### src/rtl/rgb_pin_formatter.sv
module rgb_pin_formatter #(
  parameter int          AW      = 8,
  parameter logic [31:0] ID_WORD = 32'h0064_7069
) (
  input  logic          clk,
  input  logic          rst_n,
  input  logic          cfg_wr,
  input  logic [AW-1:0] cfg_addr,
  input  logic [31:0]   cfg_wdata,
  output logic [31:0]   cfg_rdata,
  input  logic [23:0]   pix_rgb,
  input  logic          pix_hs,
  input  logic          pix_vs,
  input  logic          pix_de,
  output logic [23:0]   out_data,
  output logic          out_hs,
  output logic          out_vs,
  output logic          out_en,
  output logic          out_pclk
);
  localparam int CW = 8;

  logic [31:0] ctrl;
  logic [16:0] act;
  logic        vs_prev;
  logic        vs_rise;

  assign vs_rise   = pix_vs & ~vs_prev;
  assign cfg_rdata = (cfg_addr == '0) ? ctrl : ID_WORD;

  always_ff @(posedge clk or negedge rst_n) begin
    if (!rst_n) begin
      ctrl    <= '0;
      act     <= '0;
      vs_prev <= 1'b0;
    end else begin
      if (cfg_wr && cfg_addr == '0) ctrl <= cfg_wdata;
      vs_prev <= pix_vs;
      if (!act[0] || vs_rise) act <= ctrl[16:0];
    end
  end

  logic [CW-1:0] r, g, b, c0, c1, c2;
  logic [23:0]   packed_px;

  assign {r, g, b} = pix_rgb;

  always_comb begin
    unique case (act[15:14])
      2'd0:    {c0, c1, c2} = {r, g, b};
      2'd1:    {c0, c1, c2} = {b, g, r};
      2'd2:    {c0, c1, c2} = {g, r, b};
      default: {c0, c1, c2} = {b, r, g};
    endcase
  end

  always_comb begin
    unique case (act[13:11])
      3'd1:    packed_px = {8'b0, c0[7:3], c1[7:2], c2[7:3]};
      3'd2:    packed_px = {3'b0, c0[7:3], 2'b0, c1[7:2], 3'b0, c2[7:3]};
      3'd3:    packed_px = {2'b0, c0[7:3], 3'b0, c1[7:2], 2'b0, c2[7:3], 1'b0};
      3'd4:    packed_px = {6'b0, c0[7:2], c1[7:2], c2[7:2]};
      3'd5:    packed_px = {2'b0, c0[7:2], 2'b0, c1[7:2], 2'b0, c2[7:2]};
      3'd6:    packed_px = {c0, c1, c2};
      default: packed_px = '0;
    endcase
  end

  logic [23:0] data_q;
  logic        hs_q, vs_q, en_q;
  logic        hs_n, vs_n, en_n;

  always_ff @(posedge clk or negedge rst_n) begin
    if (!rst_n) begin
      data_q <= '0;
      hs_q   <= 1'b0;
      vs_q   <= 1'b0;
      en_q   <= 1'b0;
    end else if (!act[0]) begin
      data_q <= '0;
      hs_q   <= 1'b0;
      vs_q   <= 1'b0;
      en_q   <= 1'b0;
    end else begin
      data_q <= packed_px;
      hs_q   <= pix_hs;
      vs_q   <= pix_vs;
      en_q   <= act[16] ? pix_de : (pix_hs | pix_vs);
    end
  end

  always_ff @(negedge clk or negedge rst_n) begin
    if (!rst_n) begin
      hs_n <= 1'b0;
      vs_n <= 1'b0;
      en_n <= 1'b0;
    end else begin
      hs_n <= hs_q;
      vs_n <= vs_q;
      en_n <= en_q;
    end
  end

  logic on;
  assign on = act[0];

  assign out_data = on ? data_q : '0;
  assign out_hs   = on && !act[3] && ((act[6] ? hs_n : hs_q) ^ act[9]);
  assign out_vs   = on && !act[2] && ((act[5] ? vs_n : vs_q) ^ act[8]);
  assign out_en   = on && !act[1] && ((act[4] ? en_n : en_q) ^ act[7]);
  assign out_pclk = on && (clk ^ act[10]);
endmodule

### config.mk
export PLATFORM = sky130hd
export DESIGN_NAME = rgb_pin_formatter
export DESIGN_NICKNAME = d
export VERILOG_FILES = /design/src/rtl/rgb_pin_formatter.sv
export SDC_FILE = /design/constraint.sdc
export NUM_CORES = 1
export LEC_CHECK = 0
export ABC_AREA = 1
export CAP_MARGIN = 20
export CORE_ASPECT_RATIO = 0.6
export CORE_MARGIN = 2
export CORE_UTILIZATION = 33
export DETAILED_ROUTE_END_ITERATION = 10
export REMOVE_ABC_BUFFERS = 1
export SETUP_SLACK_MARGIN = 0.3
export SLEW_MARGIN = 25
export SYNTH_ARGS = -nofsm -noshare
export SYNTH_HDL_FRONTEND = slang
export SYNTH_SLANG_ARGS = --single-unit
### constraint.sdc
create_clock -name clk -period 1.6 [get_ports clk]
set_input_delay 0.32 -clock clk [delete_from_list [all_inputs] [get_ports clk]]
set_output_delay 0.32 -clock clk [all_outputs]
set_load 0.005 [all_outputs]
==> Word level (Yosys, flattened, before mapping) <==
Cells that the tools add are included.
{ "op_classes": {"n_addsub": 0, "multipliers": 0, "n_div": 0, "order_cmp": 0, "eq_ne": 8, "shifts": 0, "muxes": 14, "bitwise": 7, "reduce_logical": 17} }
{ "op_table": {"columns": ["operator", "count"], "rows": [
  ["$pmux W24 S6", 1],
  ["$mux W24", 2],
  ["$mux W32", 1],
  ["$pmux W8 S2", 2],
  ["$eq A3 B3 Y1 const B", 3],
  ["$logic_and A1 B1 Y1", 8],
  ["$logic_not A8 Y1", 1],
  ["$mux W8", 1],
  ["$mux W1", 7],
  ["$eq A3 B2 Y1 const B", 2],
  ["$logic_not A1 Y1", 4],
  ["$reduce_or A2 Y1", 2],
  ["$xor A1 B1 Y1", 4],
  ["$eq A3 B1 Y1 const B", 1],
  ["$eq A2 B1 Y1 const B", 1],
  ["$eq A2 B2 Y1 const B", 1],
  ["$logic_not A2 Y1", 1],
  ["$and A1 B1 Y1", 1],
  ["$logic_or A1 B1 Y1", 1],
  ["$not A1 Y1", 1],
  ["$or A1 B1 Y1", 1]
]} }
{ "word_totals": {"ff_bits": 80, "latch_bits": 0, "ramBits": 0, "mem_bits_ro": 0, "inputBits": 70, "output_inout_bits": 60, "word_cells": 56, "memories": 0} }

==> Depth between registers and ports, before layout <==
{ "depth": {"word_depth": 5, "ltp_mapped": 9, "depth_no_buf": 9} }

==> impl_metrics.yaml <==
sta:
  whs_ps: 254.0
  fin_ws_ps: -862.2
  finalSetupViolations: 70
  drv_slew: 0
  rsz0062_at_grt: "yes"
  skew_ps: 25.45
  hold_viol_final: 0
  worst-slew-pin-transition_ps: 461.3
  slew_headroom_pct: 69.25
drt:
  dr.pass1.iters: 4
  vias_per_cell: 5.021
  postRouteAntennaNets: 0
  drt_iter0_markers: 275
  drc: 0
  routedWlPerCell_um: 18.26
  drt-total-wl_mm: 18.81
  via_count: 5172
global_routing:
  antenna_found_initial: 0
  grt_overflow: 0
  grt_use_total_pct: 23.75
  first_global_vias: 4923
  grt_max_degree: 47
  grt_pass1_wl_mm: 26.21
cells_and_area:
  fillers: 991
  nets: 925
  drive_gt1_share_pct: 55.58
  regArea_um2: 2008
  diodes: 0
  syn_to_final_growth_pct: 104.7
  multi_input_area_um2: 3169
clock_tree:
  cts_tree: "yes"
  clk_transition_reported_paths_ps: 60
  clk_latency_ps: 470
setup_path:
  critPathRequiredTime_ps: 1280
  crit_type: "reg2out"
  crit_family: "flip-flops"
  arrival_ps: 2140
  crit_path_max_incr_delay_ps: 390
  worst-path-buf-inv: 1
  cp_max_fo: 2
  crit_path_start_kind: "flop"
  crit_chain: "nand2_1 -> nand2_2 -> o21ai_2 -> a211oi_2 -> buf_2"
  crit_slowest_cell: "dfrtn_1"
  end_kind: "output pin"
power_and_ir_drop:
  p_sw_share_pct: 30.96
  switching_power_w: 0.001984
  clkPwrFrac_pct: 38.9
  p_leak_nw: 4.478
  ir_worst_vdd_mv: 0.6448
  p_comb_share_pct: 25.5
  powerDensity_nw_per_um2: 717.2
  p_int_w: 0.004425
  seq_power_share_pct: 35.6
outcome:
  violations: "negative setup slack"
  status: "complete, but fails checks"
logic_synthesis:
  syn_inst: 626
  yosysTopAreaCell: "dfrtp_1"
  synth.yosys.seq_area_share_pct: 45.86
  netlist_top_cells_count: "156 x nand2_1, 100 x inv_1, 85 x nor2_1, 77 x dfrtp_1, 70 x nand3_1"
  syn_area_um2: 4365
  synthMostInstantiatedCell: "nand2_1"
  syn_area_per_cell_um2: 6.974
  ys.flop_type: "dfrtp_1"
  ys_ff_latch: 80
  yosys_warnings: 0
  async_reset_ff_share_pct: 100.0
  ys_types: 24
  synth_top_cell_area_share_pct: 44.14
  synthTopCellsByArea: "dfrtp_1 44%, nand2_1 13%, inv_1 8.6%, nand3_1 8.0%, nor2_1 7.3%"
  synth_edf_count: 0
placed_design:
  dp_hpwl_mm: 10.46
  pre_cts_slack_ps: -817.5
  routabilityCongestion: 0.8977
  io_buffers: 129
floorplanning:
  io_pins: 130
  chipWidth_um: 152.5
  fp-row-count: 32
  start_util_pct: 33.86
  dieArea_um2: 14190
  die_y_um: 93.09
  core_area_um2: 12890
worst_hold_path:
  worstHoldPathType: "in2async"
job:
  drv_cap: 0
==> path summary, 6_finish.rpt <==
| path | from | end | slack, ps | depth (start not counted) |
|---|---|---|---|---|
| worst max-delay path | vs_n | out_vs | -860 | 5 |
| worst max register to register | act[0] | act[6] | -70 | 10 |
| max in group asynchronous | rst_n | hs_n | 500 | 2 |
| worst min register to register | ctrl[15] | act[15] | 490 | 2 |
| worst min-delay path | rst_n | data_q[23] | 250 | 2 |
| min in group clk | cfg_wdata[12] | ctrl[12] | 420 | 3 |
==> power groups by stage <==
stage,Sequential (W),Clock [W],Combinational [W]
finish,0.00228,0.00249,0.00164
global route,0.00229,0.00265,0.00175
CTS,0.00225,0.00245,0.00133
detailed placement,0.00226,0.0000858,0.00103
global placement,0.00226,0.0000858,0.00102
floorplan,0.00226,0.0000387,0.000423
==> cell families (layout without fill, tap and decap cells) <==
family                    count (synthesis)  count (layout)  synth area share, %
AOI/OAI and AO/OA                        60              60                7.079
xor gates and xnor gates                  1               1               0.2007
buffers and inverters                   133             367                12.12
DFF                                      80              80                45.86
and+or+nand+nor                         352             352                34.74
==> layout make-up <==
cell class	instances	area share, %
inverters	106	4.886
clock inverters	7	0.6020
repair buffers	241	30.72
clock buffers	13	3.486
flip-flops and latches	80	22.47
well taps	170	2.380
multi-input cells	413	35.46
==> worst reg2reg max path: stages, from the launching register on <==
cell and delay, ps:
dfrtp_2 450, buf_12 150, buf_12 120, buf_6 110, buf_6 110, buf_6 110, o21ai_4 150, buf_12 170
buf_16 120, nand2_2 40, o21ai_1 70
==> metrics by stage <==
stage	area (um^2)	utilization [%]	instances	setup TNS, ps	power, W
5_1_grt	8937	69.32	1030	-18310	0.006697
2_1_floorplan	4234	-	599	-32880	0.002727
3_5_place_dp	6050	46.92	929	-29710	0.003381
4_1_cts	7611	59.04	1000	-12930	0.006037
3_3_place_gp	6050	46.92	929	-27980	0.003366
6_report	8937	69.32	1030	-14960	0.006409
==> layer usage <==
layer  routed length (um)  global-route usage (%)  vias up
li1                     -                       -     2412
met1                 8708                   34.33     2531
met2                 8351                   35.14      207
met3                 1502                   7.646       22
met4                  246                   4.398        0
met5                    0                       0        -
==> flip-flops by register name (all words and copies together), names as in the netlist <==
name     flops
en_q         1
en_n         1
vs_prev      1
ctrl        32
hs_q         1
vs_n         1
data_q      24
vs_q         1
act         17
hs_n         1
==> cell usage in the layout (no fill, tap or decap), types with 18 or more instances in the layout <==
| master | netlist | final |
|---|---|---|
| dfrtp_1 | 77 | 74 |
| inv_1 | 100 | 72 |
| nand2_1 | 156 | 70 |
| clkdlybuf4s50_1 | 0 | 60 |
| buf_6 | 1 | 59 |
| nor2_4 | 0 | 52 |
| nand2_2 | 0 | 49 |
| buf_2 | 12 | 41 |
| nand3_2 | 2 | 40 |
| nand2_4 | 0 | 33 |
| buf_4 | 2 | 28 |
| inv_2 | 6 | 27 |
| nand3_1 | 70 | 27 |
| nor2_1 | 85 | 26 |
| buf_12 | 0 | 23 |
| nand4_1 | 21 | 21 |
| a21oi_1 | 34 | 18 |
==> repair_timing <==
action,CTS,global route
pin swaps,53,60
setup buffers,39,24
resized for setup,509,267
endpoints found under the setup margin,121,127
hold endpoints to repair,17,0
gates cloned,12,6
hold buffers,1,0
Note: power is estimated with default switching activity, not from simulation.
